**src/rtl/ldev_cfg_pkg.sv**
```systemverilog
package ldev_cfg_pkg;

  localparam logic [7:0] KEY_ENTER   = 8'h55;
  localparam logic [7:0] KEY_EXIT    = 8'hAA;

  localparam logic [7:0] IDX_DEVNUM  = 8'h07;
  localparam logic [7:0] IDX_CHIPID  = 8'h20;
  localparam logic [7:0] IDX_CHIPREV = 8'h21;
  localparam logic [7:0] CHIP_ID     = 8'h30;
  localparam logic [7:0] CHIP_REV    = 8'h01;

  localparam logic [7:0] IDX_ENABLE  = 8'h30;
  localparam logic [7:0] IDX_PB_HI   = 8'h60;
  localparam logic [7:0] IDX_PB_LO   = 8'h61;
  localparam logic [7:0] IDX_SB_HI   = 8'h62;
  localparam logic [7:0] IDX_SB_LO   = 8'h63;
  localparam logic [7:0] IDX_P_IRQ   = 8'h70;
  localparam logic [7:0] IDX_S_IRQ   = 8'h72;
  localparam logic [7:0] IDX_DEC0    = 8'hF0;
  localparam logic [7:0] IDX_DEC1    = 8'hF1;

  typedef enum logic {MODE_RUN = 1'b0, MODE_CFG = 1'b1} cfgMode_e;

  // control -> datapath
  typedef struct packed {
    logic       cfgOn;   // unlocked
    logic       wrData;  // data-port write while unlocked
    logic       rdIdx;   // index-port read
    logic       rdData;  // data-port read
    logic [7:0] idx;     // current index (pre-write value)
    logic [7:0] devNum;  // current device number (pre-write value)
  } cfgStrobe_t;

endpackage

```
**src/rtl/ldev_cfg_ctrl.sv**
```systemverilog
module ldev_cfg_ctrl
  import ldev_cfg_pkg::*;
#(
  parameter int ADDR_W = 16,
  parameter logic [ADDR_W-1:0] BASE_ADDR = 16'h03F0
) (
  input  logic              clk,
  input  logic              rstN,
  input  logic [ADDR_W-1:0] ioAddr,
  input  logic              ioWr,
  input  logic              ioRd,
  input  logic [7:0]        ioWrData,
  output cfgStrobe_t        strb
);

  localparam logic [ADDR_W-1:0] DATA_ADDR = BASE_ADDR + 1'b1;

  cfgMode_e   modeQ;
  logic [7:0] idxQ;
  logic [7:0] devNumQ;
  logic       hitIdx;
  logic       hitData;

  assign hitIdx  = (ioAddr == BASE_ADDR);
  assign hitData = (ioAddr == DATA_ADDR);

  always_ff @(posedge clk or negedge rstN) begin
    if (!rstN) begin
      modeQ   <= MODE_RUN;
      idxQ    <= 8'h00;
      devNumQ <= 8'h00;
    end else begin
      if (ioWr && hitIdx) begin
        if (modeQ == MODE_RUN) begin
          if (ioWrData == KEY_ENTER) modeQ <= MODE_CFG;
        end else if (ioWrData == KEY_EXIT) begin
          modeQ <= MODE_RUN;
        end else begin
          idxQ <= ioWrData;
        end
      end
      if (ioWr && hitData && modeQ == MODE_CFG && idxQ == IDX_DEVNUM)
        devNumQ <= ioWrData;
    end
  end

  always_comb begin
    strb.cfgOn  = (modeQ == MODE_CFG);
    strb.wrData = ioWr && hitData && (modeQ == MODE_CFG);
    strb.rdIdx  = ioRd && hitIdx;
    strb.rdData = ioRd && hitData;
    strb.idx    = idxQ;
    strb.devNum = devNumQ;
  end

endmodule

```
**src/rtl/ldev_cfg_bank.sv**
```systemverilog
module ldev_cfg_bank
  import ldev_cfg_pkg::*;
#(
  parameter int NUM_DEV = 9
) (
  input  logic                 clk,
  input  logic                 rstN,
  input  cfgStrobe_t           strb,
  input  logic [7:0]           ioWrData,
  output logic [7:0]           ioRdData,
  output logic [NUM_DEV-1:0]   devActive,
  output logic [16*NUM_DEV-1:0] devPrimBase,
  output logic [16*NUM_DEV-1:0] devSecBase,
  output logic [8*NUM_DEV-1:0]  devPrimIrq,
  output logic [8*NUM_DEV-1:0]  devSecIrq
);

  logic [8*NUM_DEV-1:0] devRdFlat;
  logic [7:0]           regVal;

  for (genvar d = 0; d < NUM_DEV; d++) begin : g_dev
    logic       enQ;
    logic [7:0] pbHi, pbLo, sbHi, sbLo, pIrq, sIrq, dec0, dec1;
    logic       selWr;
    logic [7:0] rv;

    assign selWr = strb.wrData && (strb.devNum == 8'(d));

    always_ff @(posedge clk or negedge rstN) begin
      if (!rstN) begin
        enQ  <= 1'b0;
        pbHi <= '0; pbLo <= '0; sbHi <= '0; sbLo <= '0;
        pIrq <= '0; sIrq <= '0; dec0 <= '0; dec1 <= '0;
      end else if (selWr) begin
        case (strb.idx)
          IDX_ENABLE: enQ  <= ioWrData[0];
          IDX_PB_HI:  pbHi <= ioWrData;
          IDX_PB_LO:  pbLo <= ioWrData;
          IDX_SB_HI:  sbHi <= ioWrData;
          IDX_SB_LO:  sbLo <= ioWrData;
          IDX_P_IRQ:  pIrq <= ioWrData;
          IDX_S_IRQ:  sIrq <= ioWrData;
          IDX_DEC0:   dec0 <= ioWrData;
          IDX_DEC1:   dec1 <= ioWrData;
          default: ;
        endcase
      end
    end

    always_comb begin
      case (strb.idx)
        IDX_ENABLE: rv = {7'b0, enQ};
        IDX_PB_HI:  rv = pbHi;
        IDX_PB_LO:  rv = pbLo;
        IDX_SB_HI:  rv = sbHi;
        IDX_SB_LO:  rv = sbLo;
        IDX_P_IRQ:  rv = pIrq;
        IDX_S_IRQ:  rv = sIrq;
        IDX_DEC0:   rv = dec0;
        IDX_DEC1:   rv = dec1;
        default:    rv = 8'h00;
      endcase
    end

    assign devRdFlat[8*d +: 8]     = rv;
    assign devActive[d]            = enQ;
    assign devPrimBase[16*d +: 16] = {pbHi, pbLo};
    assign devSecBase[16*d +: 16]  = {sbHi, sbLo};
    assign devPrimIrq[8*d +: 8]    = pIrq;
    assign devSecIrq[8*d +: 8]     = sIrq;
  end

  always_comb begin
    regVal = 8'h00;
    case (strb.idx)
      IDX_DEVNUM:  regVal = strb.devNum;
      IDX_CHIPID:  regVal = CHIP_ID;
      IDX_CHIPREV: regVal = CHIP_REV;
      default: begin
        for (int d = 0; d < NUM_DEV; d++)
          if (strb.devNum == 8'(d)) regVal = devRdFlat[8*d +: 8];
      end
    endcase
  end

  always_ff @(posedge clk or negedge rstN) begin
    if (!rstN)             ioRdData <= 8'h00;
    else if (strb.rdIdx)   ioRdData <= strb.cfgOn ? strb.idx : 8'hFF;
    else if (strb.rdData)  ioRdData <= strb.cfgOn ? regVal   : 8'hFF;
  end

endmodule

```
**src/rtl/ldev_cfg_port.sv**
```systemverilog
module ldev_cfg_port
  import ldev_cfg_pkg::*;
#(
  parameter int ADDR_W = 16,
  parameter logic [ADDR_W-1:0] BASE_ADDR = 16'h03F0,
  parameter int NUM_DEV = 9
) (
  input  logic                  clk,
  input  logic                  rstN,
  input  logic [ADDR_W-1:0]     ioAddr,
  input  logic                  ioWr,
  input  logic                  ioRd,
  input  logic [7:0]            ioWrData,
  output logic [7:0]            ioRdData,
  output logic [NUM_DEV-1:0]    devActive,
  output logic [16*NUM_DEV-1:0] devPrimBase,
  output logic [16*NUM_DEV-1:0] devSecBase,
  output logic [8*NUM_DEV-1:0]  devPrimIrq,
  output logic [8*NUM_DEV-1:0]  devSecIrq
);

  cfgStrobe_t strb;
  logic       cfgMode;
  logic [7:0] curIndex;

  assign cfgMode  = strb.cfgOn;
  assign curIndex = strb.idx;

  ldev_cfg_ctrl #(.ADDR_W(ADDR_W), .BASE_ADDR(BASE_ADDR)) u_ctrl (
    .clk(clk), .rstN(rstN), .ioAddr(ioAddr), .ioWr(ioWr), .ioRd(ioRd),
    .ioWrData(ioWrData), .strb(strb)
  );

  ldev_cfg_bank #(.NUM_DEV(NUM_DEV)) u_bank (
    .clk(clk), .rstN(rstN), .strb(strb), .ioWrData(ioWrData),
    .ioRdData(ioRdData), .devActive(devActive), .devPrimBase(devPrimBase),
    .devSecBase(devSecBase), .devPrimIrq(devPrimIrq), .devSecIrq(devSecIrq)
  );

endmodule

```
**config.mk**
```make
export PLATFORM = sky130hd
export DESIGN_NAME = ldev_cfg_port
export DESIGN_NICKNAME = d
export VERILOG_FILES = /design/src/rtl/ldev_cfg_pkg.sv /design/src/rtl/ldev_cfg_ctrl.sv /design/src/rtl/ldev_cfg_bank.sv /design/src/rtl/ldev_cfg_port.sv
export SDC_FILE = /design/constraint.sdc
export NUM_CORES = 1
export LEC_CHECK = 0
export BUFFER_PORTS_ARGS = -buffer_cell sky130_fd_sc_hd__buf_2
export CAP_MARGIN = 30
export CELL_PAD_IN_SITES_DETAIL_PLACEMENT = 1
export CELL_PAD_IN_SITES_GLOBAL_PLACEMENT = 2
export CORE_ASPECT_RATIO = 2
export CORE_MARGIN = 2
export CORE_UTILIZATION = 42
export CTS_CLUSTER_DIAMETER = 30
export DETAILED_ROUTE_END_ITERATION = 12
export HOLD_SLACK_MARGIN = 0.08
export PLACE_DENSITY_LB_ADDON = 0.1
export SLEW_MARGIN = 20
export SYNTH_ARGS = -nofsm -noshare
export SYNTH_HDL_FRONTEND = slang
export SYNTH_SLANG_ARGS = --single-unit
```
**constraint.sdc**
```tcl
create_clock -name clk -period 4.15 [get_ports clk]
set_input_delay 0.83 -clock clk [delete_from_list [all_inputs] [get_ports clk]]
set_output_delay 0.83 -clock clk [all_outputs]
set_load 0.02 [all_outputs]
```
; Word-level counts from Yosys, hierarchy flattened
; Index checks and enable logic that the tools add are counted.
; W data, S select, Z words.
[totals]
ff_bits = 610
latchBits = 0
ram_bits = 0
mem_bits_ro = 0
input_bits = 28
output_inout_bits = 449
memories = 0
[classes]
add_sub_neg = 0
multipliers = 0
div = 0
magnitude_cmp = 0
eq_ne = 24
shift = 0
mux = 26
bitwise = 1
n_reduce_logical = 99
[op_table]
columns = cell, n
row1 = $pmux W8 S9, 9
row2 = $reduce_and A2 Y1, 81
row3 = $mux W8, 13
row4 = $eq A8 B7 Y1 const B, 7
row5 = $eq A8 B3 Y1 const B, 5
row6 = $eq A16 B10 Y1 const B, 2
row7 = $eq A8 B6 Y1 const B, 3
row8 = $eq A8 B8 Y1 const B, 3
row9 = $pmux W8 S3, 1
row10 = $eq A8 B2 Y1 const B, 2
row11 = $logic_and A1 B1 Y1, 15
row12 = $eq A8 B1 Y1 const B, 1
row13 = $eq A8 B4 Y1 const B, 1
row14 = $logic_not A8 Y1, 1
row15 = $mux W1, 3
row16 = $reduce_and A3 Y1, 1
row17 = $reduce_bool A2 Y1, 1
row18 = $not A1 Y1, 1

; Logic depth before layout (Yosys ltp)
[depth]
ltp_word = 15
mapped_depth = 13
ltp_nobuf = 8

; Hierarchy
; A second synthesis with hierarchy kept.
[hier_totals]
cells_unflattened = 2104
area_unflattened_um2 = 27868.0
[modules_own_cells]
columns = mod, n_inst, cells_each, area_each_um2, seq_area_each_um2
row1 = ldev_cfg_bank, 1, 2040, 27015.9, 14839.2
row2 = ldev_cfg_ctrl, 1, 64, 852.1, 425.4

; Worst setup path before layout
; No wires, ideal clock.
[synth_timing]
path_type = in2reg
startpoint = input port ioAddr[1]
endpoint = register u_bank.g_dev[4].pIrq[0]
arrival_ps = 2986
required_time_ps = 4025
setup_slack_ps = 1040
stages = 9
n_path_buf = 1
path_cell_list = nor4b_1 -> and4_1 -> nand2_1 -> nor2_4 -> inv_2 -> or4_1 -> buf_4 -> nor2_4 -> mux2_2
[synth_between]
elab_chain_len = 5
[synth_rtl]
columns = element, line_no
row1 = "start, declared", ldev_cfg_port.sv:10  ; input logic [ADDR_W-1:0] ioAddr,
row2 = $eq A16 B10 Y1, ldev_cfg_ctrl.sv:25  ; assign hitData = (ioAddr == DATA_ADDR);
row3 = $logic_and A1 B1 Y1 (2 in series), ldev_cfg_ctrl.sv:49  ; strb.wrData = ioWr && hitData && (modeQ == MODE_CFG);
row4 = $logic_and A1 B1 Y1, ldev_cfg_bank.sv:27  ; assign selWr = strb.wrData && (strb.devNum == 8'(d));
row5 = $reduce_and A2 Y1 (no line), n/a
row6 = "end signal, assigned", ldev_cfg_bank.sv:41  ; IDX_P_IRQ: pIrq <= ioWrData;
row7 = "end, declared", ldev_cfg_bank.sv:23  ; logic [7:0] pbHi, pbLo, sbHi, sbLo, pIrq, sIrq, dec0, dec1;
; Every way passes these cells.
; A chain may end at the register's enable or synchronous reset.

; Worst setup path in the final report
[layout_timing]
startpoint = register u_ctrl.devNumQ[4]
endpoint = register u_bank.g_dev[0].dec0[1]
[layout_between]
elab_chain_len = 3
[layout_rtl]
columns = element, line_no
row1 = "start, declared", ldev_cfg_ctrl.sv:20  ; logic [7:0] devNumQ;
row2 = "start signal, assigned", ldev_cfg_ctrl.sv:43  ; devNumQ <= ioWrData;
row3 = $logic_not A8 Y1, ldev_cfg_bank.sv:27
row4 = $logic_and A1 B1 Y1, ldev_cfg_bank.sv:27
row5 = $reduce_and A2 Y1 (no line), n/a
row6 = "end signal, assigned", ldev_cfg_bank.sv:43  ; IDX_DEC0: dec0 <= ioWrData;
row7 = "end, declared", ldev_cfg_bank.sv:23
; Every way passes these cells.

==> out/metrics.yaml <==
wire_per_inst_um: 34.09
p_sw_w: 0.003356
drc_errors: 0
dp_hpwl_mm: 86.00
dp_slack_ps: 286.1
core_region_area_um2: 65730
synth_edf_count: 0
die_w_um: 186.5
insertion_delay_ps: 640
synthFlopType: "dfrtp_1"
r2r_slack_ps: 480
synthCells: 2115
clk_path_buf_depth: 3
num-nets-final: 2690
critPathArrivalTime_ps: 4190
critPathKind: "flop to flop"
rows: 133
crit_fanout: 9
power_frac_comb_pct: 2.1
postCtsHoldBufs: 0
clkPwrFrac_pct: 56.2
clk_pin_slew_ps: 50
seqCellArea_um2: 15270
cap_violations: 0
syn_nets: 2143
sw_frac_of_total_pct: 23.52
rsz0062_at_grt: "false"
avgSynthCellArea_um2: 13.22
grt-ovfl-total: 0
async_flop_share_pct: 100.0
io_buffer_count: 476
gp_congestion: 0.8823
start_util_pct: 42.54
ys_ff_latch: 610
tightest_slew_ps: 1065
min_period_ps: 3668
antenna_found_initial: 0
seqPwrFrac_pct: 41.7
postCtsSetupRepairBufs: 0
finalClockSkew_ps: 20.60
min_path_type: "input port to asynchronous set/reset pin"
slew-limit-headroom_pct: 29.02
cts_root_buffer: "clkbuf_16"
timing.rr.end: "u_bank.g_dev[0].dec0[1]"
fin_ws_ps: 481.8
regToRegStartpoint: "u_ctrl.devNumQ[4]"
drv_slew: 0
ios: 477
rr_worst_depth: 7
fmax_mhz: 272.6
first_global_vias: 24250
drt_iter0_drc: 1997
grt_max_degree: 95
drtPass1Iterations: 6
ant_nets: 0
p_int_w: 0.01091
setup_viol: 0
report.final.hold_viol_count: 0
vias: 22570
vias_per_cell: 6.251
cts_resized: 0
n_antenna_cell: 0
p_per_area_nw_per_um2: 404.5
die_area_um2: 68780
status: "completed"
grt_pass1_wl_mm: 178.4
yosysWarnings: 0
start_kind: "flop"
track_usage_pct: 35.53
cp-end-kind: "flop"
peakVddDrop_mv: 0.3508
wl_mm: 123.1
cp_data_required_time_ps: 4670
setup-tns-final_ps: 0
numCtsBuffers: 88
synthesis.area_um2: 27960
multiInputGateArea_um2: 11980
cts_sinks: 610
drive_gt1_share_pct: 53.80
num-fill-cells: 6666
power_leakage_nw: 17.70
syn_to_final_growth_pct: 26.13
tritoncts: "yes"
synth_cell_types: 80
fp.dieH_um: 368.9
fin_crit_sh_pct: 88.39
htree_levels: 3
seq_area_frac_synth_pct: 54.59
==> cell usage after synthesis (all sizes together) (4+ instances only) <==
cell type,instances,area [um2]
o2111ai,4,35.03
a221oi,22,198.9
nor3,13,75.07
a31oi,14,87.58
nor3b,5,42.54
mux2i,27,270.3
or3,5,36.28
a211oi,12,90.09
nor2,114,703.2
nor4bb,5,56.31
nor4b,4,62.56
nand3,26,135.1
nand3b,4,30.03
a32oi,4,35.03
clkbuf,96,360.4
a21oi,61,309.1
mux2,607,6835
o211ai,9,67.56
dfrtp,610,15260
a22o,30,262.8
a2111oi,8,88.84
o21ai,37,185.2
buf,69,389.1
nor4,10,107.6
nand4,7,43.79
or4,4,30.03
inv,4,15.01
nand2,95,364.1
o22ai,12,75.07
a22oi,87,653.1
a222oi,58,580.6
==> registers in the layout, indices dropped and copies added, names as in the netlist <==
| signal | flops |
|---|---|
| u_bank.g_dev.dec0 | 72 |
| u_bank.g_dev.dec1 | 72 |
| u_bank.g_dev.enQ | 9 |
| u_bank.g_dev.pIrq | 72 |
| u_bank.g_dev.pbHi | 72 |
| u_bank.g_dev.pbLo | 72 |
| u_bank.g_dev.sIrq | 72 |
| u_bank.g_dev.sbHi | 72 |
| u_bank.g_dev.sbLo | 72 |
| u_bank.ioRdData | 8 |
| u_ctrl.devNumQ | 8 |
| u_ctrl.idxQ | 8 |
| u_ctrl.modeQ | 1 |
==> per-layer routing <==
metal | vias to the layer above | track usage [%] | part of all wire (%) | routed length (um)
met2 | 1106 | 60.56 | 50 | 61030
li1 | 9077 | - | - | -
met4 | 0 | 19.18 | 6.0 | 7409
met5 | - | 0 | 0 | 0
met1 | 12090 | 42.99 | 38 | 47170
met3 | 301 | 5.886 | 6.1 | 7498
==> power by group through the flow <==
stage | Clock [W] | Combinational, W | Sequential [W]
floorplan | 0 | 0.0000677 | 0.00606
global placement | 0 | 0.000288 | 0.00606
detailed placement | 0 | 0.000297 | 0.00606
CTS | 0.00810 | 0.000297 | 0.00595
global route | 0.00836 | 0.000327 | 0.00595
finish | 0.00801 | 0.000302 | 0.00595
==> critical path, cell delays in order (launching register included) <==
cell     delay, ps
dfrtp_1        390
or4_1          840
nor4_1         290
buf_4          180
nor2b_1        370
nand2_1        430
nor2_2         640
mux2_2         420
==> stage by stage <==
stage	std cells	area (um2)	total power, W	utilization [%]	hold slack [ps]
2_1_floorplan	2115	27960	0.006126	-	475.0
3_3_place_gp	3445	32040	0.006344	48.75	485.7
3_5_place_dp	3446	32050	0.006354	48.76	495.2
4_1_cts	3608	35190	0.01435	53.54	239.7
5_1_grt	3611	35270	0.01464	53.65	238.3
6_report	3611	35270	0.01427	53.65	191.2
==> cell usage in the layout (no fill, tap or decap), drive strengths merged, types with 22 or more instances in the layout <==
master and instances:
clkbuf 105, o21ai 37, nor2 114, a221oi 22, a22o 30, dfrtp 610
mux2i 27, mux2 607, inv 31, a21oi 61, a22oi 87, buf 622
nand3 26, a222oi 58, nand2 95
==> logic make-up after synthesis <==
kind of cell | synth area share (%)
multiplexers | 25.57
flip-flops | 54.59
AO/OA/AOI/OAI | 10.28
AND/OR/NAND/NOR | 6.824
buffers and inverters | 2.734
==> area by class of cell <==
cell class	instances	share of cell area (%)
Inverter	4	0.04257
Tap cell	877	3.111
Clock inverter	57	2.118
Multi-Input combinational cell	1336	33.97
Sequential cell	610	43.29
Clock buffer	105	6.797
Timing Repair Buffer	622	10.67
==> worst max-delay path by stage <==
stage	startpoint	to	slack [ps]	depth (start not counted)
floorplan	ioAddr[1]	u_bank.g_dev[4].pIrq[0]	1040	9
global placement	ioAddr[1]	u_bank.g_dev[5].pbLo[4]	350	10
detailed placement	ioAddr[1]	u_bank.g_dev[5].pbLo[6]	290	10
CTS	u_ctrl.devNumQ[4]	u_bank.g_dev[0].dec0[1]	540	7
global route	u_ctrl.devNumQ[4]	u_bank.g_dev[0].dec0[1]	320	7
finish	u_ctrl.devNumQ[4]	u_bank.g_dev[0].dec0[1]	480	7
Note: power is estimated with default switching activity, not from simulation.
